--- src/rtl/ttx_gate_pkg.sv ---
package ttx_gate_pkg;
  localparam int unsigned REG_W       = 8;
  localparam int unsigned NUM_BND_REG = 4;

  typedef struct packed {
    logic [REG_W-1:0] first;
    logic [REG_W-1:0] last;
  } ttx_win_t;
endpackage

--- src/rtl/ttx_reg_file.sv ---
module ttx_reg_file
  import ttx_gate_pkg::*;
#(
  parameter int unsigned NUM_MASK_REGS = 2,
  parameter int unsigned ADDR_W        = 3
) (
  input  logic                             clk_i,
  input  logic                             rst_ni,
  input  logic                             we_i,
  input  logic [ADDR_W-1:0]                addr_i,
  input  logic [REG_W-1:0]                 wdata_i,
  output logic [REG_W-1:0]                 rdata_o,
  output logic [NUM_MASK_REGS*REG_W-1:0]   mask_o,
  output ttx_win_t                         win_odd_o,
  output ttx_win_t                         win_even_o
);
  localparam int unsigned NUM_REGS = NUM_MASK_REGS + NUM_BND_REG;
  localparam int unsigned BND_BASE = NUM_MASK_REGS;

  logic [REG_W-1:0] regs_q [NUM_REGS];

  for (genvar g = 0; g < NUM_REGS; g++) begin : g_reg
    always_ff @(posedge clk_i or negedge rst_ni) begin
      if (!rst_ni) regs_q[g] <= '0;
      else if (we_i && addr_i == ADDR_W'(g)) regs_q[g] <= wdata_i;
    end
  end

  for (genvar m = 0; m < NUM_MASK_REGS; m++) begin : g_mask
    assign mask_o[m*REG_W +: REG_W] = regs_q[m];
  end

  assign win_odd_o  = '{first: regs_q[BND_BASE],   last: regs_q[BND_BASE+1]};
  assign win_even_o = '{first: regs_q[BND_BASE+2], last: regs_q[BND_BASE+3]};

  always_comb begin
    rdata_o = '0;
    for (int i = 0; i < NUM_REGS; i++) begin
      if (addr_i == ADDR_W'(i)) rdata_o = regs_q[i];
    end
  end
endmodule

--- src/rtl/ttx_window_cmp.sv ---
module ttx_window_cmp
  import ttx_gate_pkg::*;
#(
  parameter int unsigned LINE_W = 10
) (
  input  logic [LINE_W-1:0] line_i,
  input  ttx_win_t          win_i,
  output logic              hit_o
);
  logic [LINE_W-1:0] first_ext, last_ext;
  assign first_ext = LINE_W'(win_i.first);
  assign last_ext  = LINE_W'(win_i.last);
  // empty when first > last falls out of the two compares
  assign hit_o = (line_i >= first_ext) && (line_i <= last_ext);
endmodule

--- src/rtl/ttx_mask_lookup.sv ---
module ttx_mask_lookup #(
  parameter int unsigned LINE_W     = 10,
  parameter int unsigned MASK_FIRST = 5,
  parameter int unsigned MASK_LINES = 16
) (
  input  logic [LINE_W-1:0]     line_i,
  input  logic [MASK_LINES-1:0] mask_i,
  output logic                  veto_o
);
  localparam int unsigned IDX_W = (MASK_LINES > 1) ? $clog2(MASK_LINES) : 1;
  localparam logic [LINE_W-1:0] LO = LINE_W'(MASK_FIRST);
  localparam logic [LINE_W-1:0] HI = LINE_W'(MASK_FIRST + MASK_LINES - 1);

  logic              in_rng;
  logic [LINE_W-1:0] off;

  assign in_rng = (line_i >= LO) && (line_i <= HI);
  assign off    = line_i - LO;

  always_comb begin
    veto_o = 1'b0;
    for (int i = 0; i < MASK_LINES; i++) begin
      if (in_rng && off[IDX_W-1:0] == IDX_W'(i)) veto_o = mask_i[i];
    end
  end
endmodule

--- src/rtl/ttx_line_gate.sv ---
module ttx_line_gate
  import ttx_gate_pkg::*;
#(
  parameter int unsigned LINE_W     = 10,
  parameter int unsigned MASK_FIRST = 5,
  parameter int unsigned MASK_LINES = 16,
  parameter int unsigned ADDR_W     = 3
) (
  input  logic              clk_i,
  input  logic              rst_ni,
  input  logic [LINE_W-1:0] line_i,
  input  logic              field_odd_i,
  input  logic              line_start_i,
  input  logic              reg_we_i,
  input  logic [ADDR_W-1:0] reg_addr_i,
  input  logic [REG_W-1:0]  reg_wdata_i,
  output logic [REG_W-1:0]  reg_rdata_o,
  output logic              ttx_en_o
);
  localparam int unsigned NUM_MASK_REGS = MASK_LINES / REG_W;

  logic [MASK_LINES-1:0] mask_w;
  ttx_win_t              win_w [2];
  logic [1:0]            hit_w;
  logic                  veto_w;
  logic                  en_d, en_q;

  ttx_reg_file #(
    .NUM_MASK_REGS(NUM_MASK_REGS),
    .ADDR_W       (ADDR_W)
  ) i_regs (
    .clk_i     (clk_i),
    .rst_ni    (rst_ni),
    .we_i      (reg_we_i),
    .addr_i    (reg_addr_i),
    .wdata_i   (reg_wdata_i),
    .rdata_o   (reg_rdata_o),
    .mask_o    (mask_w),
    .win_odd_o (win_w[1]),
    .win_even_o(win_w[0])
  );

  // index 1 = odd field, 0 = even field
  for (genvar f = 0; f < 2; f++) begin : g_win
    ttx_window_cmp #(.LINE_W(LINE_W)) i_cmp (
      .line_i(line_i),
      .win_i (win_w[f]),
      .hit_o (hit_w[f])
    );
  end

  ttx_mask_lookup #(
    .LINE_W    (LINE_W),
    .MASK_FIRST(MASK_FIRST),
    .MASK_LINES(MASK_LINES)
  ) i_mask (
    .line_i(line_i),
    .mask_i(mask_w),
    .veto_o(veto_w)
  );

  assign en_d = hit_w[field_odd_i] & ~veto_w;

  // decision latched per line; register contents before any same-cycle write
  always_ff @(posedge clk_i or negedge rst_ni) begin
    if (!rst_ni)           en_q <= 1'b0;
    else if (line_start_i) en_q <= en_d;
  end

  assign ttx_en_o = en_q;
endmodule

--- config.mk ---
export PLATFORM = sky130hd
export DESIGN_NAME = ttx_line_gate
export DESIGN_NICKNAME = d
export VERILOG_FILES = /design/src/rtl/ttx_gate_pkg.sv /design/src/rtl/ttx_reg_file.sv /design/src/rtl/ttx_window_cmp.sv /design/src/rtl/ttx_mask_lookup.sv /design/src/rtl/ttx_line_gate.sv
export SDC_FILE = /design/constraint.sdc
export NUM_CORES = 1
export LEC_CHECK = 0
export ABC_AREA = 0
export BUFFER_PORTS_ARGS = -buffer_cell sky130_fd_sc_hd__buf_2
export CAP_MARGIN = 25
export CORE_MARGIN = 5
export CORE_UTILIZATION = 30
export DETAILED_ROUTE_END_ITERATION = 8
export PLACE_DENSITY = 0.42
export SYNTH_ARGS = -nofsm -noshare
export SYNTH_HDL_FRONTEND = slang
export SYNTH_HIERARCHICAL = 1
export SYNTH_SLANG_ARGS = --single-unit
export TNS_END_PERCENT = 5
--- constraint.sdc ---
create_clock -name clk_i -period 3.4 [get_ports clk_i]
set_clock_uncertainty 0.2 [all_clocks]
set_input_delay 0.85 -clock clk_i [delete_from_list [all_inputs] [get_ports clk_i]]
set_output_delay 0.85 -clock clk_i [all_outputs]
set_load 0.1 [all_outputs]
==> impl_metrics.env, run 1 <==
export IMPL_postLayoutCoreUtil=0.3674
export IMPL_port_buffers=34
export IMPL_cp_num_buf_inv=3
export IMPL_dpl_cell_area_sq_um=3969
export IMPL_wire_length_of_the_first_global_routing_pass_um=14620
export IMPL_postSynthRegisterBits=49
export IMPL_crit_path_top_delay_cell="sky130_fd_sc_hd__buf_4"
export IMPL_critical_path_top_delay_family="buffers and inverters"
export IMPL_i_o_pin_count=35
export IMPL_initial_antenna_violation_count=0
export IMPL_worst_ep_required_time_ps=2350
export IMPL_cts_setup_buffers=0
export IMPL_finalNonFillerCells=484
export IMPL_worst_setup_slack_after_layout_ps=315.4
export IMPL_synthDistinctLibCells=45
export IMPL_dpl_cell_count=476
export IMPL_cts_buffer_depth=2
export IMPL_synth_yosys_seq_area_share=0.3598
export IMPL_critPathMaxStageDelay_ps=250
export IMPL_antenna_nets_post_route=0
export IMPL_synthesis_area_per_instance_sq_um=11.36
export IMPL_power_leakage_uw=0.001890
export IMPL_clock_tree_htree_level_count=2
export IMPL_worst_tran_pin_value_ps=664.6
export IMPL_routed_wl_um=9137
export IMPL_fin_nets=398
export IMPL_grt_start_max_net_pins=28
export IMPL_timing_critical_path_fanout_max=9
export IMPL_fp_row_count=39
export IMPL_setup_worst_path_end_class="output port"
export IMPL_floorplan_die_width_um=116.6
export IMPL_post_place_ws_ps=311.9
export IMPL_synthArstFlopShare=1.000
export IMPL_grt_overflow_total=0
export IMPL_irDropWorstVdd_mv=0.2409
export IMPL_syn_nets=358
export IMPL_dr_pass1_iters=4
export IMPL_clock_root_buffer="sky130_fd_sc_hd__clkbuf_16"
export IMPL_hold_class="reg2reg"
export IMPL_grt_pass1_vias=2540
export IMPL_synth_edf_count=0
export IMPL_cts_hold_fix_buffers=0
export IMPL_ys_flop_type="sky130_fd_sc_hd__dfrtp_1"
export IMPL_fmax_ghz=0.3242
export IMPL_layout_commonest_cell="sky130_fd_sc_hd__mux2_2"
export IMPL_run_status="finished clean"
export IMPL_dp_hpwl_um=7243
export IMPL_final_cell_area_sq_um=4141
export IMPL_multi_input_area_sq_um=2039
export IMPL_period_utilisation_layout=0.9072
export IMPL_first_iter_violations=102
export IMPL_worst_setup_path_start_kind="primary input"
export IMPL_numCtsBuffers=5
export IMPL_syn_instance_count=300
export IMPL_flow_area_growth_from_synthesis_pct=21.51
export IMPL_route_detailed_vias_per_inst=5.050
export IMPL_numClockSinks=49
export IMPL_slew_headroom=0.5551
export IMPL_max_cap_viol_count=0
export IMPL_worst_endpoint_arrival_ps=2030
export IMPL_rsz0062_at_grt="no"
export IMPL_syn_area_sq_um=3408
export IMPL_synth_top_cell_area_share=0.3598
export IMPL_design_core_area_sq_um=11270
export IMPL_critPathKind="in2out"
export IMPL_power_per_cell_area_nw_per_um2=537.0
export IMPL_place_gp_congestion=0.8030
export IMPL_finalSetupViolCount=0
export IMPL_final_layout_size_suffix_gt1_frac=0.3431
export IMPL_design_die_area_sq_um=13590
export IMPL_tritoncts="built"
export IMPL_track_usage=0.1427
export IMPL_layout_cells_most_common_list="sky130_fd_sc_hd__mux2_2 (50), sky130_fd_sc_hd__dfrtp_1 (49), sky130_fd_sc_hd__inv_1 (38)"
export IMPL_resized_gates_after_cts=0
export IMPL_finalHoldViolCount=0
export IMPL_die_height_um=116.6
export IMPL_netlist_top_cells_area="sky130_fd_sc_hd__dfrtp_1 (36%), sky130_fd_sc_hd__mux2_2 (17%), sky130_fd_sc_hd__ha_1 (12%), sky130_fd_sc_hd__mux2i_1 (7.9%), sky130_fd_sc_hd__inv_1 (4.2%)"
export IMPL_n_fill_cell=1112
export IMPL_ff_latch_area_sq_um=1226
export IMPL_synth_warnings=6
export IMPL_dominant_cell_type_by_area_after_synthesis="sky130_fd_sc_hd__dfrtp_1"
export IMPL_final_slew_violations=0
export IMPL_post_route_min_period_ps=3085
export IMPL_num_antenna_cells=0
export IMPL_worstSkewPairLatency_ps=290
export IMPL_post_layout_total_power_uw=2224
export IMPL_route_vias_total=2444
export IMPL_remaining_drc_errors=0
export IMPL_timing_critical_path_cells="buf_2, buf_4, mux2i_1, o21a_1, a221oi_4, buf_12"
export IMPL_clkTransAtPathRegs_ps=60
export IMPL_initial_utilization=0.3024
export IMPL_wl_per_cell_um=18.88
==> where the power goes <==
part	switching [uW]	internal, uW
Clock	219	368
Combinational	453	360
Sequential	112	712
Total	784	1440
==> flip-flops by register name, summed over array words and instances (netlist names) <==
signal / count
i_regs/mask_o: 16
i_regs/win_odd_o: 16
ttx_en_o: 1
i_regs/win_even_o: 16
==> Yosys cell counts, types with 2 or more instances <==
| master | number |
|---|---|
| sky130_fd_sc_hd__a2111oi_0 | 2 |
| sky130_fd_sc_hd__a2111oi_4 | 2 |
| sky130_fd_sc_hd__a211oi_1 | 3 |
| sky130_fd_sc_hd__a21oi_1 | 9 |
| sky130_fd_sc_hd__a221oi_1 | 8 |
| sky130_fd_sc_hd__a22o_1 | 2 |
| sky130_fd_sc_hd__a22oi_1 | 2 |
| sky130_fd_sc_hd__buf_2 | 3 |
| sky130_fd_sc_hd__buf_4 | 3 |
| sky130_fd_sc_hd__buf_6 | 3 |
| sky130_fd_sc_hd__clkbuf_1 | 2 |
| sky130_fd_sc_hd__dfrtp_1 | 49 |
| sky130_fd_sc_hd__ha_1 | 32 |
| sky130_fd_sc_hd__inv_1 | 38 |
| sky130_fd_sc_hd__mux2_2 | 50 |
| sky130_fd_sc_hd__mux2i_1 | 27 |
| sky130_fd_sc_hd__nand2_1 | 7 |
| sky130_fd_sc_hd__nand2b_1 | 4 |
| sky130_fd_sc_hd__nand3_1 | 2 |
| sky130_fd_sc_hd__nand4_1 | 2 |
| sky130_fd_sc_hd__nand4b_2 | 2 |
| sky130_fd_sc_hd__nor2_1 | 7 |
| sky130_fd_sc_hd__nor3_1 | 2 |
| sky130_fd_sc_hd__nor4bb_1 | 2 |
| sky130_fd_sc_hd__o211ai_1 | 2 |
| sky130_fd_sc_hd__o21a_1 | 8 |
| sky130_fd_sc_hd__o21ai_0 | 5 |
| sky130_fd_sc_hd__o21ai_1 | 2 |
| sky130_fd_sc_hd__o22ai_1 | 2 |
| sky130_fd_sc_hd__o41ai_1 | 2 |
| sky130_fd_sc_hd__or3_1 | 2 |
==> cells by family (layout without fill, tap and decap cells) <==
logic type | Yosys count | in the layout | synth area share
muxes | 79 | 79 | 0.2588
DFF | 49 | 49 | 0.3598
AOI/OAI and AO/OA | 55 | 55 | 0.1267
and+or+nand+nor | 36 | 36 | 0.07232
buffers and inverters | 49 | 90 | 0.06498
adders and majority gates | 32 | 32 | 0.1175
==> cell type report <==
class / instances / area share
clock inverter: 1 / 0.007251
multi-input combinational: 202 / 0.4924
tap: 143 / 0.04320
inverter: 38 / 0.03444
clock buffer: 7 / 0.03444
timing repair buffer: 44 / 0.09215
sequential: 49 / 0.2961
==> routing by layer <==
metal	share of wire	up-vias	global-route usage	routed length (um)
met2	0.46	41	0.2250	4175
li1	-	1199	-	-
met1	0.50	1197	0.2037	4577
met5	0	-	0	0
met4	0.011	0	0.03670	102
met3	0.031	7	0.02383	282
==> path summary, 6_finish.rpt <==
check / start / endpoint / slack [ps] / cells after the start
hold / removal: i_regs/mask_o[1] / i_regs/mask_o[1] / 330 / 1
min in group asynchronous: rst_ni / i_regs/win_odd_o[14] / 380 / 1
max in group asynchronous: rst_ni / i_regs/win_even_o[12] / 1980 / 2
hold reg to reg: i_regs/mask_o[1] / i_regs/mask_o[1] / 330 / 1
setup reg to reg: i_regs/win_even_o[7] / ttx_en_o / 1140 / 8
setup / recovery: reg_addr_i[0] / reg_rdata_o[5] / 320 / 6
==> per-stage QoR <==
stage               hold slack [ps]  TNS (ps)
detailed placement            322.7         0
global route                  357.5         0
floorplan                     293.7     -2254
CTS                           337.6         0
finish                        333.5         0
global placement              313.4         0
(Power assumes the default switching activity.)
==> inputs of run 2 (changes only) <==
Settings changed: CORE_ASPECT_RATIO set to 1.2, CTS_CLUSTER_SIZE set to 40.
==> impl_metrics.env, run 2 (same netlist as run 1, synthesis figures left out) <==
export IMPL_run_status="finished clean"
export IMPL_post_layout_total_power_uw=2103
export IMPL_port_buffers=34
export IMPL_worst_endpoint_arrival_ps=2000
export IMPL_finalHoldViolCount=0
export IMPL_setup_worst_path_end_class="output port"
export IMPL_layout_cells_most_common_list="sky130_fd_sc_hd__mux2_2 (50), sky130_fd_sc_hd__dfrtp_1 (49), sky130_fd_sc_hd__inv_1 (38)"
export IMPL_tritoncts="built"
export IMPL_cts_setup_buffers=0
export IMPL_numClockSinks=49
export IMPL_worstSkewPairLatency_ps=290
export IMPL_i_o_pin_count=35
export IMPL_cts_buffer_depth=2
export IMPL_numCtsBuffers=5
export IMPL_routed_wl_um=9035
export IMPL_power_per_cell_area_nw_per_um2=512.4
export IMPL_worst_setup_path_start_kind="primary input"
export IMPL_grt_overflow_total=0
export IMPL_post_place_ws_ps=345.9
export IMPL_route_vias_total=2449
export IMPL_floorplan_die_width_um=107.3
export IMPL_cts_hold_fix_buffers=0
export IMPL_resized_gates_after_cts=0
export IMPL_slew_headroom=0.5584
export IMPL_max_cap_viol_count=0
export IMPL_final_layout_size_suffix_gt1_frac=0.3393
export IMPL_finalSetupViolCount=0
export IMPL_fp_row_count=42
export IMPL_irDropWorstVdd_mv=0.2162
export IMPL_post_route_min_period_ps=3051
export IMPL_power_leakage_uw=0.001861
export IMPL_period_utilisation_layout=0.8973
export IMPL_place_gp_congestion=0.8016
export IMPL_n_fill_cell=1119
export IMPL_fmax_ghz=0.3278
export IMPL_track_usage=0.1424
export IMPL_dr_pass1_iters=4
export IMPL_die_height_um=126.8
export IMPL_timing_critical_path_fanout_max=23
export IMPL_worst_setup_slack_after_layout_ps=349.3
export IMPL_final_slew_violations=0
export IMPL_rsz0062_at_grt="no"
export IMPL_grt_start_max_net_pins=50
export IMPL_worst_tran_pin_value_ps=659.6
export IMPL_hold_class="reg2reg"
export IMPL_worst_path_most_repeated_cell="sky130_fd_sc_hd__buf_12"
export IMPL_antenna_nets_post_route=0
export IMPL_clkTransAtPathRegs_ps=60
export IMPL_worst_ep_required_time_ps=2350
export IMPL_critPathMaxStageDelay_ps=370
export IMPL_crit_path_top_delay_cell="sky130_fd_sc_hd__a221oi_2"
export IMPL_initial_utilization=0.3074
export IMPL_timing_critical_path_cells="buf_2, buf_12, nor2_1, buf_4, a221oi_2, buf_12"
export IMPL_layout_commonest_cell="sky130_fd_sc_hd__mux2_2"
export IMPL_fin_nets=395
export IMPL_first_iter_violations=63
export IMPL_critPathKind="in2out"
export IMPL_dp_hpwl_um=7059
export IMPL_wire_length_of_the_first_global_routing_pass_um=14930
export IMPL_num_antenna_cells=0
export IMPL_remaining_drc_errors=0
export IMPL_design_core_area_sq_um=11090
export IMPL_wl_per_cell_um=18.44
export IMPL_grt_pass1_vias=2678
export IMPL_flow_area_growth_from_synthesis_pct=20.45
export IMPL_design_die_area_sq_um=13600
export IMPL_route_detailed_vias_per_inst=4.998
export IMPL_initial_antenna_violation_count=0
export IMPL_clock_tree_htree_level_count=2
export IMPL_clock_root_buffer="sky130_fd_sc_hd__clkbuf_16"
## run 2: path summary, 6_finish.rpt
kind                       cells after the start                  from  slack, ps          endpoint
setup / recovery                               6         reg_addr_i[1]        350    reg_rdata_o[3]
hold / removal                                 1      i_regs/mask_o[2]        330  i_regs/mask_o[2]
setup reg to reg                               8  i_regs/win_even_o[7]       1080          ttx_en_o
hold reg to reg                                1      i_regs/mask_o[2]        330  i_regs/mask_o[2]
max in group asynchronous                      2                rst_ni       2110          ttx_en_o
min in group asynchronous                      2                rst_ni        460  i_regs/mask_o[2]
## run 2: power by group
part           internal (uW)  total [uW]  switching (uW)  leakage [uW]
logic                    362         811             449       0.00121
clock network            263         466             203     0.0000655
registers                712         826             114      0.000589
total                   1340        2100             766       0.00186
## run 2: layout make-up
class,count,area [sq um],area share
clock buffers,5,125.1,0.03048
clock inverters,1,5.005,0.001219
inverters,38,142.6,0.03475
multi-input cells,202,2046,0.4983
flip-flops and latches,49,1226,0.2987
well taps,154,192.7,0.04694
repair buffers,41,367.9,0.08961
## run 2: worst max-delay path: cells and delay by family
family          cells  cell delay, ps
simple gates        1              70
compound gates      1             370
buf+inv             4             710
## run 2: stage by stage
step,setup TNS (ps),cell area (sq um),utilization,hold WS (ps),cells
floorplan,-2254,3481,-,293.7,300
global placement,0,3975,0.3585,314.8,484
detailed placement,0,3975,0.3585,319.3,484
CTS,0,4105,0.3702,333.6,490
global route,0,4105,0.3702,355.0,490
finish,0,4105,0.3702,327.9,490
## run 2: metal layers
| layer | global-route usage | wire [um] | vias to the layer above |
|---|---|---|---|
| met5 | 0 | 0 | - |
| met4 | 0.03837 | 115 | 0 |
| met3 | 0.01931 | 227 | 6 |
| met2 | 0.2343 | 4328 | 33 |
| met1 | 0.1959 | 4363 | 1215 |
| li1 | - | - | 1195 |
==> inputs of run 3 (changes only) <==
Settings changed: CTS_BUF_LIST set to sky130_fd_sc_hd__clkbuf_4 sky130_fd_sc_hd__clkbuf_8.
==> impl_metrics.env, run 3 (same netlist as run 1, synthesis figures left out) <==
export IMPL_cts_setup_buffers=0
export IMPL_numCtsBuffers=5
export IMPL_critPathKind="in2out"
export IMPL_routed_wl_um=9032
export IMPL_fin_nets=395
export IMPL_initial_utilization=0.3074
export IMPL_slew_headroom=0.5594
export IMPL_final_layout_size_suffix_gt1_frac=0.3393
export IMPL_critical_path_depth=6
export IMPL_critical_path_top_delay_family="buffers and inverters"
export IMPL_power_leakage_uw=0.001835
export IMPL_design_die_area_sq_um=13600
export IMPL_finalSetupViolCount=0
export IMPL_wire_length_of_the_first_global_routing_pass_um=14950
export IMPL_worstSkewPairLatency_ps=310
export IMPL_crit_path_end="reg_rdata_o[6]"
export IMPL_power_per_cell_area_nw_per_um2=484.1
export IMPL_floorplan_die_width_um=107.3
export IMPL_tritoncts="built"
export IMPL_design_core_area_sq_um=11090
export IMPL_cts_buffer_depth=2
export IMPL_worst_setup_slack_after_layout_ps=350.0
export IMPL_layout_commonest_cell="sky130_fd_sc_hd__mux2_2"
export IMPL_initial_antenna_violation_count=0
export IMPL_finalHoldViolCount=0
export IMPL_resized_gates_after_cts=0
export IMPL_n_fill_cell=1129
export IMPL_place_gp_congestion=0.8016
export IMPL_post_place_ws_ps=345.9
export IMPL_setup_tns_final_ps=0
export IMPL_track_usage=0.1424
export IMPL_worst_tran_pin_value_ps=658.1
export IMPL_flow_area_growth_from_synthesis_pct=18.80
export IMPL_worst_ep_required_time_ps=2350
export IMPL_cp_num_buf_inv=3
export IMPL_route_vias_total=2438
export IMPL_worst_endpoint_arrival_ps=2000
export IMPL_regToRegSetupSlack_ps=1070
export IMPL_critical_path_reg2reg_endpoint="ttx_en_o"
export IMPL_run_status="finished clean"
export IMPL_crit_start="reg_addr_i[0]"
export IMPL_worst_setup_path_start_kind="primary input"
export IMPL_irDropWorstVdd_mv=0.1996
export IMPL_i_o_pin_count=35
export IMPL_crit_path_top_delay_cell="sky130_fd_sc_hd__buf_12"
export IMPL_period_utilisation_layout=0.8970
export IMPL_num_antenna_cells=0
export IMPL_grt_start_max_net_pins=50
export IMPL_antenna_nets_post_route=0
export IMPL_worst_case_reg_to_reg_path_depth=8
export IMPL_final_slew_violations=0
export IMPL_first_iter_violations=63
export IMPL_dr_pass1_iters=4
export IMPL_clock_tree_htree_level_count=2
export IMPL_wl_per_cell_um=18.43
export IMPL_port_buffers=34
export IMPL_postLayoutCoreUtil=0.3652
export IMPL_setup_worst_path_end_class="output port"
export IMPL_worst_path_most_repeated_cell="sky130_fd_sc_hd__buf_12"
export IMPL_grt_overflow_total=0
export IMPL_hold_class="reg2reg"
export IMPL_timing_critical_path_cells="buf_2, buf_12, mux2i_1, o21a_1, a221oi_4, buf_12"
export IMPL_max_cap_viol_count=0
export IMPL_die_height_um=126.8
export IMPL_timing_critical_path_fanout_max=30
export IMPL_fmax_ghz=0.3279
export IMPL_dp_hpwl_um=7059
export IMPL_grt_pass1_vias=2681
export IMPL_post_route_min_period_ps=3050
export IMPL_route_detailed_vias_per_inst=4.976
export IMPL_numClockSinks=49
export IMPL_fp_row_count=42
export IMPL_cts_hold_fix_buffers=0
export IMPL_layout_cells_most_common_list="sky130_fd_sc_hd__mux2_2 (50), sky130_fd_sc_hd__dfrtp_1 (49), sky130_fd_sc_hd__inv_1 (38)"
export IMPL_critPathMaxStageDelay_ps=230
export IMPL_r2r_start="i_regs/win_even_o[7]"
export IMPL_multi_input_area_sq_um=2046
export IMPL_clkTransAtPathRegs_ps=80
export IMPL_clock_root_buffer="sky130_fd_sc_hd__clkbuf_8"
export IMPL_remaining_drc_errors=0
export IMPL_rsz0062_at_grt="no"
export IMPL_ff_latch_area_sq_um=1226
run 3: area by class of cell:
cell class              instances  share of cell area
multi-input cells             202              0.5053
well taps                     154             0.04759
clock inverters                 1            0.001236
repair buffers                 41             0.09085
clock buffers                   5             0.01700
flip-flops and latches         49              0.3028
inverters                      38             0.03523
run 3: where the power goes:
group	switching (uW)	total [uW]	internal (uW)
clock network	188	324	136
registers	114	825	711
logic	449	811	362
run 3: metrics by stage:
| stage | instances | area, sq um | hold slack, ps | power (uW) |
|---|---|---|---|---|
| 2_1_floorplan | 300 | 3481 | 293.7 | 1384 |
| 3_3_place_gp | 484 | 3975 | 314.8 | 1655 |
| 3_5_place_dp | 484 | 3975 | 319.3 | 1663 |
| 4_1_cts | 490 | 4049 | 339.5 | 1997 |
| 5_1_grt | 490 | 4049 | 362.6 | 2110 |
| 6_report | 490 | 4049 | 333.3 | 1960 |
run 3: routing by layer:
layer  wire length, um  share of wire  track usage  up-vias
li1                  -              -            -     1194
met1              4412           0.49       0.1959     1209
met2              4312           0.48       0.2343       28
met3               194          0.021      0.01931        7
met4               112          0.012      0.03837        0
met5                 0              0            0        -
run 3: worst min path at each step:
| stage | endpoint | depth (start not counted) | from |
|---|---|---|---|
| 6_report | i_regs/mask_o[2] | 1 | i_regs/mask_o[2] |
| 3_3_place_gp | i_regs/mask_o[8] | 1 | i_regs/mask_o[8] |
| 3_5_place_dp | i_regs/mask_o[2] | 1 | i_regs/mask_o[2] |
| 2_1_floorplan | i_regs/mask_o[0] | 1 | i_regs/mask_o[0] |
| 5_1_grt | i_regs/mask_o[4] | 1 | i_regs/mask_o[4] |
| 4_1_cts | i_regs/mask_o[2] | 1 | i_regs/mask_o[2] |
run 3: worst reg2reg max path, delay by kind of cell (launching register included):
| family | cells | cell delay, ps |
|---|---|---|
| compound gates | 4 | 850 |
| flops | 1 | 400 |
| simple gates | 1 | 330 |
| fa+ha+maj | 1 | 320 |
| mux | 1 | 90 |
| buf+inv | 1 | 60 |
